`config.mk`:
```
export PLATFORM = sky130hd
export DESIGN_NAME = txf_serial_tx
export DESIGN_NICKNAME = d
export VERILOG_FILES = /design/src/rtl/txf_pkg.sv /design/src/rtl/txf_hold_buf.sv /design/src/rtl/txf_frame_build.sv /design/src/rtl/txf_shifter.sv /design/src/rtl/txf_serial_tx.sv
export SDC_FILE = /design/constraint.sdc
export NUM_CORES = 1
export LEC_CHECK = 0
export BUFFER_PORTS_ARGS = -buffer_cell sky130_fd_sc_hd__buf_2
export CAP_MARGIN = 20
export CORE_MARGIN = 5
export CORE_UTILIZATION = 60
export DETAILED_ROUTE_END_ITERATION = 10
export PLACE_DENSITY = 0.82
export SLEW_MARGIN = 20
export SYNTH_ARGS = -nofsm -noshare
export SYNTH_HDL_FRONTEND = slang
export SYNTH_SLANG_ARGS = --single-unit
```
`constraint.sdc`:
```
create_clock -name clk -period 3.11 [get_ports clk]
set_input_delay 0.1555 -clock clk [delete_from_list [all_inputs] [get_ports clk]]
set_output_delay 0.1555 -clock clk [all_outputs]
set_load 0.05 [all_outputs]
```
`src/rtl/txf_pkg.sv`:
```
package txf_pkg;

    localparam int unsigned TXF_DATA_W  = 8;
    localparam int unsigned TXF_STOP_MX = 2;
    localparam int unsigned TXF_FRAME_W = 1 + TXF_DATA_W + 1 + TXF_STOP_MX;
    localparam int unsigned TXF_CNT_W   = $clog2(TXF_FRAME_W + 1);

    typedef struct packed {
        logic [2:0] fmt;
        logic       mp_mode;
        logic       mp_flag;
        logic       par_odd;
    } txf_cfg_t;

    typedef struct packed {
        logic [TXF_DATA_W-1:0] data;
        txf_cfg_t              cfg;
    } txf_entry_t;

endpackage

```
`src/rtl/txf_hold_buf.sv`:
```
module txf_hold_buf
    import txf_pkg::*;
(
    input  logic       clk,
    input  logic       rst_n,
    input  logic       wr_en,
    input  txf_entry_t wr_entry,
    input  logic       take,
    output logic       valid,
    output txf_entry_t entry
);

    typedef struct packed {
        logic       valid;
        txf_entry_t entry;
    } hb_state_t;

    hb_state_t st_d, st_q;

    always_comb begin
        st_d = st_q;
        if (take) begin
            st_d.valid = 1'b0;
        end
        if (wr_en && !st_q.valid) begin
            st_d.valid = 1'b1;
            st_d.entry = wr_entry;
        end
    end

    always_ff @(posedge clk or negedge rst_n) begin
        if (!rst_n) begin
            st_q <= '0;
        end else begin
            st_q <= st_d;
        end
    end

    assign valid = st_q.valid;
    assign entry = st_q.entry;

    // a write to a full buffer leaves the stored byte untouched
    assert_ignore_full_R8: assert property (@(posedge clk) disable iff (!rst_n)
        (st_q.valid && wr_en && !take) |=> $stable(st_q.entry));

    // the shifter only drains a filled buffer
    assert_take_valid_R8: assert property (@(posedge clk) disable iff (!rst_n)
        take |-> st_q.valid);

endmodule

```
`src/rtl/txf_frame_build.sv`:
```
module txf_frame_build
    import txf_pkg::*;
(
    input  txf_entry_t                 entry,
    output logic [TXF_FRAME_W-1:0]     bits,
    output logic [TXF_CNT_W-1:0]       len
);

    logic [TXF_FRAME_W-1:0] dpad;
    int unsigned            dlen;
    int unsigned            nstop;
    logic                   has_extra;
    logic                   par;
    logic                   extra;

    always_comb begin
        dpad      = TXF_FRAME_W'(entry.data);
        dlen      = entry.cfg.fmt[2] ? TXF_DATA_W : TXF_DATA_W - 1;
        nstop     = entry.cfg.fmt[0] ? 2 : 1;
        has_extra = entry.cfg.mp_mode | entry.cfg.fmt[1];

        par = entry.cfg.par_odd;
        for (int i = 0; i < int'(TXF_DATA_W); i++) begin
            if (i < int'(dlen)) begin
                par = par ^ entry.data[i];
            end
        end
        extra = entry.cfg.mp_mode ? entry.cfg.mp_flag : par;

        bits    = '1;
        bits[0] = 1'b0;
        for (int p = 1; p < int'(TXF_FRAME_W); p++) begin
            if (p <= int'(dlen)) begin
                bits[p] = dpad[p-1];
            end else if (p == int'(dlen) + 1 && has_extra) begin
                bits[p] = extra;
            end
        end

        len = TXF_CNT_W'(1 + dlen + (has_extra ? 1 : 0) + nstop);
    end

endmodule

```
`src/rtl/txf_shifter.sv`:
```
module txf_shifter
    import txf_pkg::*;
(
    input  logic                   clk,
    input  logic                   rst_n,
    input  logic                   bit_tick,
    input  logic                   avail,
    input  logic [TXF_FRAME_W-1:0] frame,
    input  logic [TXF_CNT_W-1:0]   frame_len,
    output logic                   take,
    output logic                   tx_line,
    output logic                   busy
);

    typedef struct packed {
        logic                   busy;
        logic [TXF_FRAME_W-1:0] sh;
        logic [TXF_CNT_W-1:0]   cnt;
    } sh_state_t;

    sh_state_t st_d, st_q;

    always_comb begin
        st_d = st_q;
        take = 1'b0;
        if (bit_tick) begin
            if (!st_q.busy || st_q.cnt == TXF_CNT_W'(1)) begin
                if (avail) begin
                    take      = 1'b1;
                    st_d.busy = 1'b1;
                    st_d.sh   = frame;
                    st_d.cnt  = frame_len;
                end else begin
                    st_d.busy = 1'b0;
                    st_d.sh   = '1;
                    st_d.cnt  = '0;
                end
            end else begin
                st_d.sh  = {1'b1, st_q.sh[TXF_FRAME_W-1:1]};
                st_d.cnt = st_q.cnt - TXF_CNT_W'(1);
            end
        end
    end

    always_ff @(posedge clk or negedge rst_n) begin
        if (!rst_n) begin
            st_q.busy <= 1'b0;
            st_q.sh   <= '1;
            st_q.cnt  <= '0;
        end else begin
            st_q <= st_d;
        end
    end

    assign busy    = st_q.busy;
    assign tx_line = st_q.busy ? st_q.sh[0] : 1'b1;

    // every new frame opens with a low start bit
    assert_start_low_R2: assert property (@(posedge clk) disable iff (!rst_n)
        (bit_tick && take) |=> !tx_line);

    // between ticks the line holds its bit
    assert_bit_hold_R2: assert property (@(posedge clk) disable iff (!rst_n)
        (!bit_tick && busy) |=> $stable(tx_line));

    // the final bit of any frame is a high stop bit
    assert_stop_high_R4: assert property (@(posedge clk) disable iff (!rst_n)
        (st_q.busy && st_q.cnt == TXF_CNT_W'(1)) |-> tx_line);

    // the remaining-bit count stays in range while busy
    assert_cnt_range_R9: assert property (@(posedge clk) disable iff (!rst_n)
        st_q.busy |-> (st_q.cnt != '0 && st_q.cnt <= TXF_CNT_W'(TXF_FRAME_W)));

endmodule

```
`src/rtl/txf_serial_tx.sv`:
```
module txf_serial_tx
    import txf_pkg::*;
(
    input  logic                  clk,
    input  logic                  rst_n,
    input  logic                  wr_en,
    input  logic [TXF_DATA_W-1:0] wdata,
    input  logic [2:0]            fmt,
    input  logic                  mp_mode,
    input  logic                  mp_flag,
    input  logic                  par_odd,
    input  logic                  bit_tick,
    output logic                  tx_line,
    output logic                  busy,
    output logic                  buf_empty
);

    txf_entry_t             wr_entry;
    txf_entry_t             held;
    logic                   held_valid;
    logic                   take;
    logic [TXF_FRAME_W-1:0] frame;
    logic [TXF_CNT_W-1:0]   frame_len;

    assign wr_entry.data        = wdata;
    assign wr_entry.cfg.fmt     = fmt;
    assign wr_entry.cfg.mp_mode = mp_mode;
    assign wr_entry.cfg.mp_flag = mp_flag;
    assign wr_entry.cfg.par_odd = par_odd;

    txf_hold_buf u_hold (
        .clk      (clk),
        .rst_n    (rst_n),
        .wr_en    (wr_en),
        .wr_entry (wr_entry),
        .take     (take),
        .valid    (held_valid),
        .entry    (held)
    );

    txf_frame_build u_build (
        .entry (held),
        .bits  (frame),
        .len   (frame_len)
    );

    txf_shifter u_shift (
        .clk       (clk),
        .rst_n     (rst_n),
        .bit_tick  (bit_tick),
        .avail     (held_valid),
        .frame     (frame),
        .frame_len (frame_len),
        .take      (take),
        .tx_line   (tx_line),
        .busy      (busy)
    );

    assign buf_empty = !held_valid;

    // a multiprocessor frame is never longer than start+data+flag+stops
    assert_mp_len_R6: assert property (@(posedge clk) disable iff (!rst_n)
        (held_valid && held.cfg.mp_mode) |->
            (frame_len == TXF_CNT_W'(2 + (held.cfg.fmt[2] ? TXF_DATA_W : TXF_DATA_W - 1)
                                        + (held.cfg.fmt[0] ? 2 : 1))));

    // the line is high whenever no frame is active
    assert_idle_high_R4: assert property (@(posedge clk) disable iff (!rst_n)
        $fell(busy) |-> tx_line);

endmodule

```
==> results of run 1 <==
[per-layer routing]
layer	share of wire (%)	global-route usage [%]	vias up	wire length (µm)
met5	0	0	-	0
met4	1.6	6.37	0	46
met3	5.9	6.13	6	173
met2	49	27.3	27	1430
met1	44	21.1	551	1270
li1	-	-	576	-
[cell usage after synthesis (2+ instances only)]
cell type | number | area share, %
dfrtp_1 | 20 | 31
inv_1 | 20 | 4.6
mux2_2 | 11 | 7.6
dfstp_2 | 10 | 16
o21ai_1 | 10 | 3.1
nand2_1 | 9 | 2.1
nor2_1 | 9 | 2.1
ha_1 | 8 | 6.1
o211ai_1 | 8 | 3.7
nand3b_1 | 7 | 3.2
xnor2_1 | 6 | 3.2
a21oi_1 | 4 | 1.2
clkbuf_1 | 4 | 0.92
buf_2 | 3 | 0.92
o21ai_0 | 3 | 0.92
xnor2_2 | 2 | 2.0
[critical path: stages, from the launching register on]
cell	delay, ns
dfrtp_1	0.39
or2_2	0.33
ha_1	0.28
inv_1	0.04
ha_1	0.19
fa_1	0.39
xnor2_1	0.16
o32ai_1	0.09
a22o_1	0.20
[worst max path at each step]
stage	from	to
after detailed placement	u_hold.entry[4]	u_shift.st_q[2]
final	u_hold.entry[4]	u_shift.st_q[2]
after global placement	u_hold.entry[4]	u_shift.st_q[2]
after floorplan	u_hold.entry[4]	u_shift.st_q[2]
after CTS	u_hold.entry[4]	u_shift.st_q[2]
after global routing	u_hold.entry[4]	u_shift.st_q[2]
[kinds of logic after synthesis]
logic type | Yosys count | share of synthesized area [%]
compound gates | 34 | 14.3
buf+inv | 28 | 6.86
mux | 11 | 7.55
simple gates | 34 | 10.9
xor+xnor | 9 | 6.56
fa+ha+maj | 9 | 7.32
flops | 30 | 46.5
[power breakdown]
part           internal (mW)  total (mW)  switching [mW]
clock                 0.0899       0.212           0.123
combinational          0.548        1.11           0.561
sequential             0.635       0.821           0.187
[state kept, by name (all words and copies together) (netlist names)]
register,cells
u_shift.st_q,14
u_hold.valid,1
u_hold.entry,14
u_shift.busy,1
[cells in the final DEF, fill, tap and decap left out, types with 2 or more instances in the layout]
| cell type | n |
|---|---|
| clkbuf_4 | 5 |
| nand2_1 | 9 |
| a21oi_1 | 4 |
| dfstp_2 | 10 |
| inv_1 | 20 |
| o211ai_1 | 8 |
| dfrtp_1 | 20 |
| buf_4 | 2 |
| buf_2 | 20 |
| xnor2_1 | 6 |
| nor2_1 | 9 |
| mux2_2 | 11 |
| ha_1 | 8 |
| o21ai_0 | 3 |
| xnor2_2 | 2 |
| nand3b_1 | 7 |
| o21ai_1 | 10 |
| clkbuf_1 | 3 |
[area by class of cell]
| cell class | instances | area share [%] |
|---|---|---|
| Timing Repair Buffer | 23 | 6.89 |
| Sequential cell | 30 | 42.0 |
| Tap cell | 31 | 2.14 |
| Multi-Input combinational cell | 97 | 42.1 |
| Inverter | 20 | 4.14 |
| Clock buffer | 8 | 2.69 |
[repair_timing]
| item | 4_1_cts | 5_1_grt |
|---|---|---|
| hold buffers | 1 | 0 |
| setup buffers | 0 | 0 |
| endpoints found under the hold margin | 20 | 0 |
[stage by stage]
stage / hold slack [ns] / power [mW] / util (%) / setup slack, ns
2_1_floorplan: -0.140 / 1.70 / - / 1.08
3_3_place_gp: 0.215 / 1.87 / 65.4 / 1.04
3_5_place_dp: 0.232 / 1.95 / 65.4 / 0.938
4_1_cts: 0.0388 / 2.16 / 67.6 / 0.925
5_1_grt: 0.0283 / 2.34 / 67.6 / 0.813
6_report: 0.0423 / 2.14 / 67.6 / 0.939
==> results.yml, run 1 <==
run_status:
  run_status: "completed"
global_routing:
  antenna_found_initial: 0
  grt_pass1_vias: 1127
  grt_util_all_layers_pct: 17.1
  grt_overflow: 0
  grt_pass1_wl_um: 5320
  grt_max_degree: 31
worst_hold_path:
  min_path_cells: 3
  min_path_type: "input port to flip-flop"
  hp-start: "fmt[0]"
  min_to: "u_hold.entry[3]"
sta:
  grt_setup_unrepaired: "false"
  timing.final.crit_share_pct: 69.8
  fin_crit_ns: 2.17
  finalClockSkew_ns: 0.00730
  finalHoldViolCount: 0
  tns_ns: 0
  worstMarginPinSlew_ns: 0.710
  fmax_ghz: 0.461
  setup_viol: 0
  max-slew-margin-rel_pct: 52.7
  slew_viol_final: 0
die:
  ios: 21
  core.rowCount: 19
  die_h_um: 62.3
  core_um2: 2690
  die_w_um: 62.3
  dieArea_um2: 3880
  start_util_pct: 61.1
clock_network:
  root_buffer: "clkbuf_4"
  cts.htree.levels: 2
  clk_latency_ns: 0.32
  cts.sinks: 30
  cts_inserted_buffers: 5
  cts_tree: "done"
  clkTransAtPathRegs_ns: 0.09
  ctsResizeCount: 0
  ctsLongestPathBuffers: 2
logic_synthesis:
  ys_async_sr_fraction_pct: 100
  synthCells: 155
  ys_warn_count: 0
  ys_seq_area_share_pct: 46.5
  avgSynthCellArea_um2: 10.6
  ys_ff_latch: 30
  synthFlopType: "dfrtp_1"
  synth_edf_count: 0
  syn-num-nets: 182
  synth.distinct_cells: 37
  syn-cell-area_um2: 1640
layout:
  multi_input_area_um2: 764
  stdcell_count: 209
  fin_nets: 204
  drive_above_1_share_pct: 29.8
  n_antenna_cell: 0
  final_design_area_no_fill_um2: 1820
  seq_area_um2: 763
  fillers: 219
  syn2layout_area_growth_pct: 10.7
critical_path:
  start_kind: "flip-flop"
  crit_type: "flip-flop to flip-flop"
  crit_path_max_fanout: 3
  r2r_slack_ns: 0.94
  required_ns: 3.33
  worst_ep_arrival_time_ns: 2.39
  reg2reg_from: "u_hold.entry[4]"
  r2r_cells: 8
  crit_path_end_kind: "flip-flop"
  r2r-end: "u_shift.st_q[2]"
placement:
  dpl.cell_count: 200
  gp_congestion: 0.756
  hpwl_um: 2200
  dpl_cell_area_um2: 1760
  port-buffer-count: 20
detailed_routing:
  drtIter0Drc: 26
  post_drt_wl_per_cell_um: 14.0
  drcViolationCount: 0
  routed_wl_um: 2920
  postRouteAntennaNets: 0
  first_pass_iters: 4
  detail_route.vias_per_cell: 5.55
  vias: 1160
power:
  ir_drop_mv: 0.845
  cellLeakagePower_nw: 0.818
  p_per_area_nw_per_um2: 1180
run:
  max_cap_viol_count: 0
Power figures use the tool's default switching activity.
==> run 2, diff against run 1 <==
CORE_UTILIZATION = 57   (was 60)
PLACE_DENSITY = 0.79   (was 0.82)
clock period = 2.1 ns   (was 3.11 ns; I/O delays follow)
==> results.yml, run 2 (synthesis results as in run 1) <==
critical_path:
  crit_buf_inv: 1
  worst_ep_arrival_time_ns: 2.21
  crit_path_end_kind: "flip-flop"
  crit_path_frequent_cell: "ha_1"
  crit_path_top_delay_cell: "dfrtp_1"
  cp_top_family: "adder cells"
  crit_path_max_fanout: 3
  timing.critical_path.cells: "or2_4 > ha_1 > inv_1 > ha_1 > fa_2 > xnor2_1 > o32ai_1 > a22o_1"
  start_kind: "flip-flop"
  crit_type: "flip-flop to flip-flop"
  cp_num_cells: 8
  r2r_cells: 8
  required_ns: 2.33
  slowest_delay_ns: 0.39
global_routing:
  grt_max_degree: 31
  grt_pass1_wl_um: 5930
  antenna_found_initial: 0
  grt_pass1_vias: 1270
  grt_overflow: 0
  grt_util_all_layers_pct: 19.1
layout:
  stdcell_count: 225
  multi_input_area_um2: 769
  syn2layout_area_growth_pct: 21.5
  n_antenna_cell: 0
  fin_nets: 220
  fillers: 196
  drive_above_1_share_pct: 29.9
  final_design_area_no_fill_um2: 1990
  mostFrequentLayoutCells: "20 x inv_1, 20 x buf_2, 20 x dfrtp_1"
  seq_area_um2: 763
  final_util_pct: 72.3
power:
  ir_drop_mv: 1.20
  cellLeakagePower_nw: 0.893
  p_per_area_nw_per_um2: 1650
  total_power_mw: 3.28
sta:
  fin_hold_ws_ns: 0.205
  setup_slack_ns: 0.117
  finalHoldViolCount: 0
  finalClockSkew_ns: 0.0147
  slew_viol_final: 0
  tns_ns: 0
  fmax_ghz: 0.504
  worstMarginPinSlew_ns: 0.636
  fin_crit_ns: 1.98
  timing.final.crit_share_pct: 94.4
  max-slew-margin-rel_pct: 57.6
  setup_viol: 0
  grt_setup_unrepaired: "false"
clock_network:
  clk_latency_ns: 0.34
  root_buffer: "clkbuf_4"
  cts_tree: "done"
  cts_inserted_buffers: 5
  clkTransAtPathRegs_ns: 0.10
  cts.htree.levels: 2
  cts.sinks: 30
  ctsLongestPathBuffers: 2
die:
  core_um2: 2760
  core.rowCount: 19
  die_w_um: 63.6
  die_h_um: 63.6
  ios: 21
  start_util_pct: 59.5
  dieArea_um2: 4050
placement:
  port-buffer-count: 20
  dpl.cell_count: 201
  gp_congestion: 0.740
  dpl_cell_area_um2: 1760
  hpwl_um: 2170
  dp_slack_ns: -0.0196
detailed_routing:
  routed_wl_um: 3340
  detail_route.vias_per_cell: 5.49
  drtIter0Drc: 38
  drcViolationCount: 0
  postRouteAntennaNets: 0
  post_drt_wl_per_cell_um: 14.8
  first_pass_iters: 4
  vias: 1235
worst_hold_path:
  min_path_cells: 3
  min_path_type: "input port to flip-flop"
run:
  max_cap_viol_count: 0
run_status:
  run_status: "completed"
[run 2: path summary, 6_finish.rpt]
path | from | end | slack [ns]
setup reg to reg | u_hold.entry[4] | u_shift.st_q[2] | 0.12
setup / recovery | u_hold.entry[4] | u_shift.st_q[2] | 0.12
max in group asynchronous | rst_n | u_hold.entry[4] | 1.36
hold / removal | bit_tick | u_shift.st_q[7] | 0.20
hold reg to reg | u_shift.st_q[5] | u_shift.st_q[5] | 0.46
min in group asynchronous | rst_n | u_hold.entry[9] | 0.32
[run 2: layout make-up]
cell class	count	area share [%]
Clock buffer	6	2.57
Clock inverter	2	0.628
Tap cell	31	1.95
Timing Repair Buffer	39	14.2
Multi-Input combinational cell	97	38.6
Sequential cell	30	38.3
Inverter	20	3.77
[run 2: power by group]
group | switching [mW] | total (mW) | internal, mW
sequential | 0.288 | 1.23 | 0.939
combinational | 0.836 | 1.69 | 0.850
clock | 0.207 | 0.368 | 0.161
[run 2: routing by layer]
metal  wire, µm  global-route usage [%]  vias up
met4         76                    10.9        0
met1       1410                    22.3      593
met3        179                    6.57        7
met5          0                       0        -
li1           -                       -      606
met2       1670                    30.3       29
[run 2: worst register-to-register path, delay by kind of cell (launching register included)]
family	cells	cell delay, ns
and+or+nand+nor	1	0.26
AOI/OAI and AO/OA	2	0.28
DFF	1	0.39
buffers and inverters	1	0.04
xor gates and xnor gates	1	0.13
adders and majority gates	3	0.79
[run 2: timing repair]
action,CTS,global route
buffers inserted,0,0
endpoints found under the hold margin,34,1
setup endpoints to repair,1,1
pin swaps,1,0
hold buffers,15,1
resized for setup,1,1
